File: src/rtl/rtc_trim_pkg.sv
package rtc_trim_pkg;

  localparam int DEF_TRIM_W     = 5;
  localparam int DEF_CORR_TICKS = 128;
  localparam int DEF_REG_W      = 8;

  typedef enum logic [1:0] {
    ST_IDLE = 2'd0,
    ST_ADV  = 2'd1,
    ST_RET  = 2'd2
  } corrState_t;

  // strobes from control to datapath
  typedef struct packed {
    logic accumulate;  // add magnitude into accumulator
    logic loadCnt;     // start a correction: load tick count
    logic clearCnt;    // end of advance: zero the count
    logic countDown;   // one tick dropped
    logic suppress;    // gate incoming ticks
  } ctrlStb_t;

endpackage

File: src/rtl/rtc_trim_dp.sv
module rtc_trim_dp
  import rtc_trim_pkg::*;
#(
  parameter int TRIM_W     = DEF_TRIM_W,
  parameter int CORR_TICKS = DEF_CORR_TICKS,
  parameter int REG_W      = DEF_REG_W,
  parameter int CNT_W      = $clog2(CORR_TICKS + 1)
) (
  input  logic              clk,
  input  logic              porRstN,
  input  logic              rstN,
  input  logic              tickIn,
  input  logic              regWrEn,
  input  logic              wrAllow,
  input  logic [TRIM_W:0]   wrField,
  input  ctrlStb_t          stb,
  output logic [REG_W-1:0]  regRdData,
  output logic              trimSign,
  output logic              sumCarry,
  output logic              lastTick,
  output logic [CNT_W-1:0]  corrCount,
  output logic              tickOut
);

  localparam int RSV_W = REG_W - TRIM_W - 1;
  localparam logic [CNT_W-1:0] CNT_LOAD = CNT_W'(CORR_TICKS);
  localparam logic [CNT_W-1:0] CNT_ONE  = CNT_W'(1);

  logic [TRIM_W-1:0] trimMag;
  logic              trimSignQ;
  logic [TRIM_W-1:0] accReg;
  logic [TRIM_W:0]   sumFull;
  logic [CNT_W-1:0]  corrLeft;
  logic              tickQ;
  logic              softRst;

  assign softRst = !porRstN || !rstN;

  // trim word: only the power-on reset touches it
  always_ff @(posedge clk) begin
    if (!porRstN) begin
      trimMag   <= '0;
      trimSignQ <= 1'b0;
    end else if (regWrEn && wrAllow) begin
      trimMag   <= wrField[TRIM_W-1:0];
      trimSignQ <= wrField[TRIM_W];
    end
  end

  assign sumFull  = {1'b0, accReg} + {1'b0, trimMag};
  assign sumCarry = sumFull[TRIM_W];

  always_ff @(posedge clk) begin
    if (softRst)             accReg <= '0;
    else if (stb.accumulate) accReg <= sumFull[TRIM_W-1:0];
  end

  always_ff @(posedge clk) begin
    if (softRst)            corrLeft <= '0;
    else if (stb.loadCnt)   corrLeft <= CNT_LOAD;
    else if (stb.clearCnt)  corrLeft <= '0;
    else if (stb.countDown) corrLeft <= corrLeft - CNT_ONE;
  end

  always_ff @(posedge clk) begin
    if (softRst) tickQ <= 1'b0;
    else         tickQ <= tickIn && !stb.suppress;
  end

  assign lastTick  = (corrLeft == CNT_ONE);
  assign corrCount = corrLeft;
  assign tickOut   = tickQ;
  assign trimSign  = trimSignQ;
  assign regRdData = {{RSV_W{1'b0}}, trimSignQ, trimMag};

endmodule

File: src/rtl/rtc_trim_ctrl.sv
module rtc_trim_ctrl
  import rtc_trim_pkg::*;
(
  input  logic     clk,
  input  logic     porRstN,
  input  logic     rstN,
  input  logic     sixteenSecStb,
  input  logic     tickIn,
  input  logic     sumCarry,
  input  logic     trimSign,
  input  logic     lastTick,
  output ctrlStb_t stb,
  output logic     advanceStb,
  output logic     retardBusy
);

  corrState_t state, stateNext;
  logic       pendingAcc;
  logic       accNow;
  logic       startCorr;
  logic       softRst;

  assign softRst   = !porRstN || !rstN;
  assign accNow    = (state == ST_IDLE) && (sixteenSecStb || pendingAcc);
  assign startCorr = accNow && sumCarry;

  always_comb begin
    stb.accumulate = accNow;
    stb.loadCnt    = startCorr;
    stb.clearCnt   = (state == ST_ADV);
    stb.countDown  = (state == ST_RET) && tickIn;
    stb.suppress   = (state == ST_RET);
  end

  always_comb begin
    stateNext = state;
    unique case (state)
      ST_IDLE: if (startCorr) stateNext = trimSign ? ST_RET : ST_ADV;
      ST_ADV:  stateNext = ST_IDLE;
      ST_RET:  if (tickIn && lastTick) stateNext = ST_IDLE;
      default: stateNext = ST_IDLE;
    endcase
  end

  always_ff @(posedge clk) begin
    if (softRst) state <= ST_IDLE;
    else         state <= stateNext;
  end

  // strobe during a correction is held until it ends
  always_ff @(posedge clk) begin
    if (softRst)                                    pendingAcc <= 1'b0;
    else if (accNow)                                pendingAcc <= 1'b0;
    else if (sixteenSecStb && (state != ST_IDLE))   pendingAcc <= 1'b1;
  end

  assign advanceStb = (state == ST_ADV);
  assign retardBusy = (state == ST_RET);

endmodule

File: src/rtl/rtc_trim_accum.sv
module rtc_trim_accum
  import rtc_trim_pkg::*;
#(
  parameter int TRIM_W     = DEF_TRIM_W,
  parameter int CORR_TICKS = DEF_CORR_TICKS,
  parameter int REG_W      = DEF_REG_W,
  parameter int CNT_W      = $clog2(CORR_TICKS + 1)
) (
  input  logic             clk,
  input  logic             porRstN,
  input  logic             rstN,
  input  logic             tickIn,
  input  logic             sixteenSecStb,
  input  logic             regWrEn,
  input  logic             wrAllow,
  input  logic [REG_W-1:0] regWrData,
  output logic [REG_W-1:0] regRdData,
  output logic             tickOut,
  output logic             advanceStb,
  output logic             retardBusy,
  output logic [CNT_W-1:0] corrCount
);

  ctrlStb_t stb;
  logic     trimSign;
  logic     sumCarry;
  logic     lastTick;
  logic     unusedWrBits;

  assign unusedWrBits = ^regWrData[REG_W-1:TRIM_W+1];

  rtc_trim_dp #(
    .TRIM_W    (TRIM_W),
    .CORR_TICKS(CORR_TICKS),
    .REG_W     (REG_W),
    .CNT_W     (CNT_W)
  ) u_dp (
    .clk      (clk),
    .porRstN  (porRstN),
    .rstN     (rstN),
    .tickIn   (tickIn),
    .regWrEn  (regWrEn),
    .wrAllow  (wrAllow),
    .wrField  (regWrData[TRIM_W:0]),
    .stb      (stb),
    .regRdData(regRdData),
    .trimSign (trimSign),
    .sumCarry (sumCarry),
    .lastTick (lastTick),
    .corrCount(corrCount),
    .tickOut  (tickOut)
  );

  rtc_trim_ctrl u_ctrl (
    .clk          (clk),
    .porRstN      (porRstN),
    .rstN         (rstN),
    .sixteenSecStb(sixteenSecStb),
    .tickIn       (tickIn),
    .sumCarry     (sumCarry),
    .trimSign     (trimSign),
    .lastTick     (lastTick),
    .stb          (stb),
    .advanceStb   (advanceStb),
    .retardBusy   (retardBusy)
  );

endmodule

File: config.mk
export PLATFORM = sky130hd
export DESIGN_NAME = rtc_trim_accum
export DESIGN_NICKNAME = d
export VERILOG_FILES = /design/src/rtl/rtc_trim_pkg.sv /design/src/rtl/rtc_trim_dp.sv /design/src/rtl/rtc_trim_ctrl.sv /design/src/rtl/rtc_trim_accum.sv
export SDC_FILE = /design/constraint.sdc
export NUM_CORES = 1
export LEC_CHECK = 0
export BUFFER_PORTS_ARGS = -buffer_cell sky130_fd_sc_hd__buf_2
export CAP_MARGIN = 15
export CORE_MARGIN = 4
export CORE_UTILIZATION = 50
export DETAILED_ROUTE_END_ITERATION = 10
export PLACE_DENSITY = 0.82
export SYNTH_ARGS = -nofsm -noshare
export SYNTH_HDL_FRONTEND = slang
export SYNTH_SLANG_ARGS = --single-unit
File: constraint.sdc
create_clock -name clk -period 1.9 [get_ports clk]
set_input_delay 0.57 -clock clk [delete_from_list [all_inputs] [get_ports clk]]
set_output_delay 0.57 -clock clk [all_outputs]
set_load 0.01 [all_outputs]
== Word level (Yosys, flattened, before mapping) ==
Cells that the tools add are included.

* Bits in registers: 23
* Input port bits: 15
* Output and inout bits: 19
* Word-level logic and storage cells: 40

* Add/subtract/negate cells: 2
* Equality and inequality tests: 5
* Mux-type cells: 7
* Reductions and logical operators: 18

{| class="wikitable"
|+ Operators with widths
! cell !! count
|-
| 8-bit two-way mux || 3
|-
| 8-bit by 1-bit == test with 1-bit output (second input constant) || 1
|-
| 8-bit by 1-bit subtractor with 8-bit output (second input constant) || 1
|-
| 1-bit logical AND || 7
|-
| 5-bit by 5-bit adder with 6-bit output || 1
|-
| 2-bit two-way mux || 3
|-
| 2-bit by 1-bit != test with 1-bit output (second input constant) || 2
|-
| 2-bit case mux with 2 select lines || 1
|-
| 1-bit zero test || 3
|-
| 3-bit nonzero test || 1
|-
| 3-bit OR reduction || 1
|-
| 2-bit by 1-bit == test with 1-bit output (second input constant) || 1
|-
| 2-bit == test (second input constant) || 1
|-
| 2-bit zero test || 1
|-
| 1-bit logical OR || 2
|-
| 2-bit AND reduction || 1
|-
| 2-bit nonzero test || 1
|-
| 2-bit OR reduction || 1
|}

== Depth between registers and ports, before layout ==
Gate-level depths: netlist of run 1.

* Depth after elaboration: 5
* Gate-level depth with buffers: 7

== Cells and area by module ==
From an unflattened synthesis of run 1, not the netlist that was laid out.

* Cells, all modules: 134
* Area total of the unflattened synthesis: 1206.2 um2

{| class="wikitable"
|+ Modules (own cells, without submodules)
! module !! times used !! cells each !! area an instance (um2) !! sequential area each (um2)
|-
| rtc_trim_dp || 1 || 111 || 1018.5 || 400.4
|-
| rtc_trim_ctrl || 1 || 23 || 187.7 || 60.1
|}

== Worst setup path after synthesis of run 1 ==
No wires, ideal clock.

* Path kind: register -> register
* Start point: reg u_dp.trimMag[2]
* End point: reg u_dp.corrLeft[1], in the netlist u_dp.corrCount[1]
* Library setup time: 0.079 ns
* Data arrival time: 1.695 ns
* Data required time: 1.821 ns
* Slack: 0.126 ns
* Stages on the path, launching flop included: 7
* Path buffers: 1
* Clock period less this slack: 1.774 ns
* Cells stage by stage: dfxtp_1 ha_1 a21oi_1 a2111oi_2 or4_1 buf_2 a211oi_2

* Cells in the longest elaborated chain, start to end: 3

{| class="wikitable"
|+ RTL lines
! item !! line !! source
|-
| start, declared || rtc_trim_dp.sv:29 || <nowiki>logic [TRIM_W-1:0] trimMag;</nowiki>
|-
| start signal, assigned || rtc_trim_dp.sv:45 || <nowiki>trimMag <= wrField[TRIM_W-1:0];</nowiki>
|-
| 5-bit by 5-bit adder with 6-bit output || rtc_trim_dp.sv:50 || <nowiki>assign sumFull = {1'b0, accReg} + {1'b0, trimMag};</nowiki>
|-
| 1-bit logical AND || rtc_trim_ctrl.sv:25 || <nowiki>assign startCorr = accNow && sumCarry;</nowiki>
|-
| 3-bit OR reduction (no source line) || -- ||
|-
| end signal, assigned || rtc_trim_dp.sv:62 || <nowiki>else if (stb.countDown) corrLeft <= corrLeft - CNT_ONE;</nowiki>
|-
| end, declared || rtc_trim_dp.sv:33 || <nowiki>logic [CNT_W-1:0] corrLeft;</nowiki>
|}

Every way passes these cells.
A chain may end at the register's enable or synchronous reset.

== Final worst setup path of run 1 ==
Same ends and word-level chain as after synthesis.

==> results of run 1 <==
[final cells by class]
type,count,area (µm²),share of cell area
Inverter,7,26.3,0.0190
Sequential cell,23,460,0.334
Multi-Input combinational cell,102,664,0.481
Clock buffer,4,26.3,0.0190
Tap cell,28,35.0,0.0254
Timing Repair Buffer,32,168,0.121
[cells in the mapped netlist (2+ instances only)]
library cell and instances:
a21boi_0 6, a21oi_1 8, buf_4 3, clkbuf_1 2, dfxtp_1 23, ha_1 7, inv_1 7, nand2_1 18
nand3_1 10, nand4_1 2, nor2_1 10, nor2b_1 2, nor3_1 5, o21ai_0 2, o31ai_1 2, or2_2 2
or3_1 2, or4_1 3, xnor2_1 4
[report_power, final]
part           switching (mW)  internal, mW  leakage [nW]
combinational          0.0466        0.0336         0.385
clock                   0.140        0.0819        0.0150
sequential            0.00643         0.491         0.186
[registers in the layout, indices dropped and copies added, names as in the netlist]
signal,flops
u_dp.trimSign,1
u_dp.corrCount,8
u_dp.accReg,5
u_ctrl.pendingAcc,1
u_dp.trimMag,5
u_dp.tickOut,1
u_ctrl.state,2
[repair_timing]
action                                  4_1_cts  5_1_grt
resized for setup                             1        0
endpoints found under the setup margin        2        0
hold endpoints to repair                      0        0
[kinds of logic after synthesis]
group | count (synthesis)
AOI/OAI and AO/OA | 24
xor gates and xnor gates | 5
buffers and inverters | 13
muxes | 1
and+or+nand+nor | 62
DFF | 23
adders and majority gates | 8
other | 1
[critical path: stages, from the launching register on]
cell	delay, ns
dfxtp_1	0.35
ha_1	0.35
a21oi_1	0.22
a2111oi_2	0.12
or4_4	0.55
a211oi_2	0.16
[path summary, 6_finish.rpt]
path | cells past startpoint | slack, ns | to
worst max-delay path | 5 | 0.10 | u_dp.corrCount[1]$_SDFFE_PP0N_
worst min-delay path | 2 | 0.47 | u_dp.accReg[2]$_SDFFE_PP0P_
worst max register to register | 5 | 0.10 | u_dp.corrCount[1]$_SDFFE_PP0N_
worst min register to register | 2 | 0.47 | u_dp.accReg[2]$_SDFFE_PP0P_
[layer usage]
metal	vias to the layer above	global-route usage
li1	539	-
met1	492	0.209
met2	34	0.320
met3	9	0.0299
met4	0	0.0610
met5	-	0
[per-stage QoR]
| stage | util | total power, mW | area, µm² | instances | setup WS (ns) |
|---|---|---|---|---|---|
| after floorplan | - | 0.553 | 1180 | 138 | 0.126 |
| after global placement | 0.604 | 0.583 | 1350 | 192 | 0.0434 |
| after detailed placement | 0.604 | 0.587 | 1350 | 192 | 0.0114 |
| after CTS | 0.618 | 0.809 | 1380 | 196 | 0.102 |
| after global routing | 0.618 | 0.850 | 1380 | 196 | 0.0130 |
| final | 0.618 | 0.799 | 1380 | 196 | 0.101 |
[cells in the final DEF (no fill, tap or decap), types with 4 or more instances in the layout]
cell type  netlist  final
a21boi_0         6      6
a21oi_1          8      8
buf_2            1     29
dfxtp_1         23     23
ha_1             7      7
inv_1            7      7
nand2_1         18     18
nand3_1         10     10
nor2_1          10     10
nor3_1           5      5
xnor2_1          4      4
==> out/results.txt, run 1 <==
The number of hold-repair buffers added at the cts stage is 0, and the number of antenna violations at the first check in global routing is 0. The fraction of the mapped netlist area in adder cells is 0.0913, and the source-to-sink clock delay at the later pin of the worst-skew pair is 0.31 ns. The layout cell share with drive strength beyond 1 is 0.262, and the count of mapped cells out of synthesis is 137.

The die covers 3200 µm². The endpoint class of the critical path was a flop. TritonCTS built the clock tree. The fraction of the mapped netlist area in compound gates works out to 0.143. In the post-synthesis netlist, the biggest area contributors are dfxtp_1 39%, ha_1 7.4%, nand2_1 5.7%. Data on the critical path arrives at its endpoint at 2.04 ns. The sequential share of the synthesized area is 0.391. TritonCTS created 3 clock buffers. The first detailed-routing pass took 5 iterations.

The tools report the max-slew violation count as 0. In this run the power density over the cells is 579 nW/µm². The count of nets left with antenna violations once routing finished came out at 0. The length of routed met2 wiring is 1280 µm, and the post-route met1 wirelength is 1110 µm. The share of synthesized registers carrying an async set or reset is 0, and the count of routing violations after the opening detailed-route iteration is 22.

The multiplexer fraction of the synthesized cell area works out to 0.00849. Mean routed wirelength per cell: 13.2 µm. The run gives 1082 as the number of global-route vias before repair.

The critical path class is flop to flop. Summed negative setup slack over all endpoints: 0 ns. After floorplanning, the core was divided into 17 placement rows.

Across the VDD grid, the largest voltage drop is 0.423 mV. In this run the most critical hold path is launched from u_dp.accReg[2]$_SDFFE_PP0P_. Yosys mapped a number of flops with a built-in enable equal to 0. The clock sink total was 23; the number of buffer cells added on primary ports was 29. For the worst hold slack, the log shows 0.473 ns. Top cell type's share of synthesized area: 0.391.

The number of H-tree levels was 1. Entering global routing, the biggest net connects 13 pins. The run gives 0 as the synthesis warning total. Across the run, the number of max-cap violations was 0. The maximum clock frequency was 556 MHz; the final weighted congestion in routability-driven placement was 0.733. The setup violation total in the final timing report is 0, and the count of inserted antenna diode cells is 0.

The clock arrives with 0.0106 ns of skew. The detailed router placed 1074 vias in this run. Largest fanout on the critical path: 7. The run gives 2040 µm as the HPWL after detailed placement. Counting the fill cells in the layout gives 215. For the worst setup path, the data required time is 2.14 ns.

Relative to the synthesized area, the layout overhead comes to 17.1%. The basic-gate share of the synthesized area counting and, or, nand and nor cells came out at 0.274. The first global-routing pass estimated 4570 µm of wire.

The total track usage is 0.178. Dominant synthesized flop cell: dfxtp_1. The highest metal layer with signal wires is met4. The synthesized design spends more area on one cell type than any other, namely dfxtp_1. The number of remaining DRC errors is 0. The tools report the sort of element at the start of the critical path as a flop. After global routing the overflow that remains totals 0. By area, the combinational part of the netlist is dominated by simple AND/OR/NAND/NOR gates.

The synthesized design contains 23 register bits. The count of boundary I/O pins came out at 34. The run gives 0 as the final number of hold-violating endpoints. For this run, the post-layout net count is 192. For the total length of routed met3 wires, the log shows 136 µm. The worst setup path startpoint was u_dp.trimMag[2]$_SDFFE_PN0P_. Clock-pin slew was measured on the worst setup and hold paths at 0.12 ns.

The slew of the pin with the lowest slew margin is 0.664 ns. The starting density of the core is 0.528, and the total leakage power is 0.586 nW. The parity-gate share of the synthesized area counting xor and xnor cells works out to 0.0372.

In this run the clock root is driven by a clkbuf_4. The die is 56.6 µm wide. Dividing the detail-routed via count by the number of cells gives 5.48. For this block, the routed nets add up to 2580 µm of wire. The final critical-path required period came out at 1.80 ns. The startpoint identified for the worst register-to-register timing path is u_dp.trimMag[2]$_SDFFE_PN0P_.

Setup repair after global routing left no endpoint under its margin. The final period utilization is 0.947. Synthesis instantiated 38 different standard cells from the library. The maximum count of clock buffers along a single path came out at 2. The run finished with clean final reports. Worst hold-check path type: flop to flop. The worst relative slew slack came out at 0.552.

For the mapped cell area, the log shows 1180 µm². The floorplan step defined a core boundary enclosing 2230 µm². A synthesized cell averages 8.60 µm².

Vertical die dimension: 56.6 µm. The number of buffers added for setup after CTS came out at 0.
(Power assumes the default switching activity.)
==> run 2: changes to the inputs <==
--- a/config.mk
+++ b/config.mk
@@ -9,8 +9,10 @@
 export CAP_MARGIN = 15
 export CORE_MARGIN = 4
 export CORE_UTILIZATION = 50
+export CTS_BUF_LIST = sky130_fd_sc_hd__clkbuf_4
 export DETAILED_ROUTE_END_ITERATION = 10
 export PLACE_DENSITY = 0.82
+export SKIP_CTS_REPAIR_TIMING = 1
 export SYNTH_ARGS = -nofsm -noshare
 export SYNTH_HDL_FRONTEND = slang
 export SYNTH_SLANG_ARGS = --single-unit
==> out/results.txt, run 2 (synthesized netlist as in run 1, its figures left out) <==
The run finished with clean final reports. The switching component of the power was 0.194 mW (+0.54%). The number of buffers created by CTS is 3 (unchanged), and the source-to-sink clock delay at the later pin of the worst-skew pair is 0.31 ns (about the same). The tools report the post-route met1 wirelength as 1130 µm (+1.5%). The slowest stage cell on the critical path is or4_4.

The final core utilization was 0.620 (+0.00168); the placeable core region was 2230 µm² (unchanged). The HPWL after detailed placement came out at 2040 µm (unchanged). The worst setup path is launched from a flop.

The run gives 23 (unchanged) as the clock sink total. The mean routed wirelength per cell is 13.2 µm (+0.23%), and the data arrival time of the critical path is 2.04 ns (about the same). The clock transition time at the flip-flop clock pins of the worst setup and hold paths is 0.13 ns (about the same), and the layout net count is 192 (unchanged). The run gives 0.561 (+0.00882) as the worst relative slew slack. The tools report the first-pass iteration count of the detailed router as 5 (unchanged). The worst setup path is captured at a flop.

The longest individual stage delay on the worst path is 0.55 ns (about the same), and the internal power contribution is 0.621 mW (+2.4%). Flip-flop count of the largest register, all copies and words added: 8 (unchanged). Count of inserted antenna diode cells: 0 (unchanged). Worst hold-check path type: flop to flop.

The clock root buffer master was clkbuf_4. The maximum clock frequency is 556 MHz (about the same). The critical path class was flop to flop. The largest fanout on the critical path works out to 7 (unchanged). The number of global-route vias before repair came out at 1091 (+0.83%). In the layout the commonest cells are 29 x buf_2, 23 x dfxtp_1, 18 x nand2_1.

The worst hold slack is 0.473 ns (-0.000168 ns). Combinational share of power: 0.099 (about the same). Die footprint: 3200 µm² (unchanged). The max-slew violation count is 0 (unchanged).

The total leakage power is 0.589 nW (+0.58%), and the number of vias in the routed layout is 1076 (+0.19%). For the worst-case clock skew, the log shows 0.0110 ns (+0.000396 ns). In this run the top signal layer used is met4. The number of cells on the worst hold path works out to 2 (unchanged). Setup repair after global routing left no endpoint under its margin. The leftover overflow at the end of global routing was 0 (unchanged); the length of routed met2 wiring was 1270 µm (-0.63%).

The logs give 1 (unchanged) for the number of H-tree levels and 13 (unchanged) for the maximum number of pins on one net before global-route repair. The vertical die dimension came out at 56.6 µm (unchanged). The tools report the total length of routed met3 wires as 134 µm (-1.5%). The fraction of power spent switching nets is 0.238 (-0.00329), and the count of routing violations after the opening detailed-route iteration is 28 (+27%). The number of standard-cell rows in the floorplan was 17 (unchanged). TritonCTS built the clock tree. The logs give 0.610 (-0.012) for the share of total power in sequential cells and 1350 µm² (unchanged) for the post-detailed-placement cell area. The critical path goes through ha_1, a21oi_1, a2111oi_2, or4_4, a211oi_2.

Total track usage: 0.178 (+0.000475). The most frequent standard cell in the layout excluding fill and tap cells was buf_2. The number of remaining DRC errors is 0 (unchanged), and the final critical-path required period is 1.80 ns (-0.000623 ns). Clock share of power: 0.291 (+0.013). Setup violation total in the final timing report: 0 (unchanged). The wire length after detailed routing was 2590 µm (+0.23%). For the cell area after layout, the log shows 1380 µm² (+0.27%). The logs give 2.14 ns (about the same) for the required arrival time at the worst endpoint and 0 (unchanged) for the final number of hold-violating endpoints. The layout cell share with drive strength beyond 1 is 0.268 (+0.00595).

The area growth from synthesis to layout is 17.4%. The final period utilization was 0.947 (about the same); the number of antenna violations at the first check in global routing was 0 (unchanged). The number of buffer cells added on primary ports came out at 29 (unchanged).

The number of nets still failing antenna checks after routing came out at 0 (unchanged). Number of max-cap violations: 0 (unchanged). The maximum count of clock buffers along a single path is 2 (unchanged), and the starting density of the core is 0.528 (unchanged). The power per cell area works out to 589 nW/µm² (+1.6%). The run gives 0.428 mV (+1.1%) as the maximum VDD drop. Final weighted congestion in routability-driven placement: 0.733 (unchanged).

The global-route wire length before repair was 4580 µm (+0.15%); the slew of the pin with the lowest slew margin was 0.651 ns (-0.0131 ns). The via density per instance was 5.49 (+0.19%). The depth of the worst register-to-register path came out at 5 (unchanged). Count of boundary I/O pins: 34 (unchanged). The overall die width came out at 56.6 µm (unchanged).
==> run 2: cell counts in the layout (fill, tap and decap cells not counted) <==
No cell type changed its count.
==> run 2: area by class of cell <==
type / count / area, µm²
Clock buffer: 4 / 30.0
Fill cell: 213 / 850
Inverter: 7 / 26.3
Multi-Input combinational cell: 102 / 664
Sequential cell: 23 / 460
Tap cell: 28 / 35.0
Timing Repair Buffer: 32 / 168
==> run 2: layer usage <==
layer  GRT usage  vias up
met5           0        -
met3      0.0299        9
met1       0.207      494
li1            -      539
met4      0.0610        0
met2       0.323       34
==> run 2: power groups by stage <==
stage	Clock (mW)	Combinational (mW)	Sequential [mW]
6_report	0.237	0.0803	0.497
2_1_floorplan	0	0.0434	0.510
3_3_place_gp	0	0.0753	0.508
4_1_cts	0.245	0.0795	0.497
3_5_place_dp	0	0.0790	0.508
5_1_grt	0.274	0.0906	0.499
==> run 2: path summary, 6_finish.rpt <==
check                                from                              to  slack, ns
max          u_dp.trimMag[2]$_SDFFE_PN0P_  u_dp.corrCount[1]$_SDFFE_PP0N_       0.10
min           u_dp.accReg[2]$_SDFFE_PP0P_     u_dp.accReg[2]$_SDFFE_PP0P_       0.47
max reg2reg  u_dp.trimMag[2]$_SDFFE_PN0P_  u_dp.corrCount[1]$_SDFFE_PP0N_       0.10
min reg2reg   u_dp.accReg[2]$_SDFFE_PP0P_     u_dp.accReg[2]$_SDFFE_PP0P_       0.47
==> run 2: through the flow <==
| step | setup WS [ns] | std cells | TNS [ns] | power [mW] |
|---|---|---|---|---|
| CTS | -0.0142 | 196 | -0.0190 | 0.822 |
| global placement | 0.0434 | 192 | 0 | 0.583 |
| detailed placement | 0.0114 | 192 | 0 | 0.587 |
| finish | 0.102 | 196 | 0 | 0.815 |
| global route | 0.0130 | 196 | 0 | 0.864 |
| floorplan | 0.126 | 138 | 0 | 0.553 |
==> run 2: worst max-delay path: cells and delay by family (launching register included) <==
| kind | cells | cell delay (ns) |
|---|---|---|
| AO/OA/AOI/OAI | 3 | 0.50 |
| adder cells (fa/ha/maj) | 1 | 0.35 |
| flip-flops | 1 | 0.35 |
| AND/OR/NAND/NOR | 1 | 0.55 |
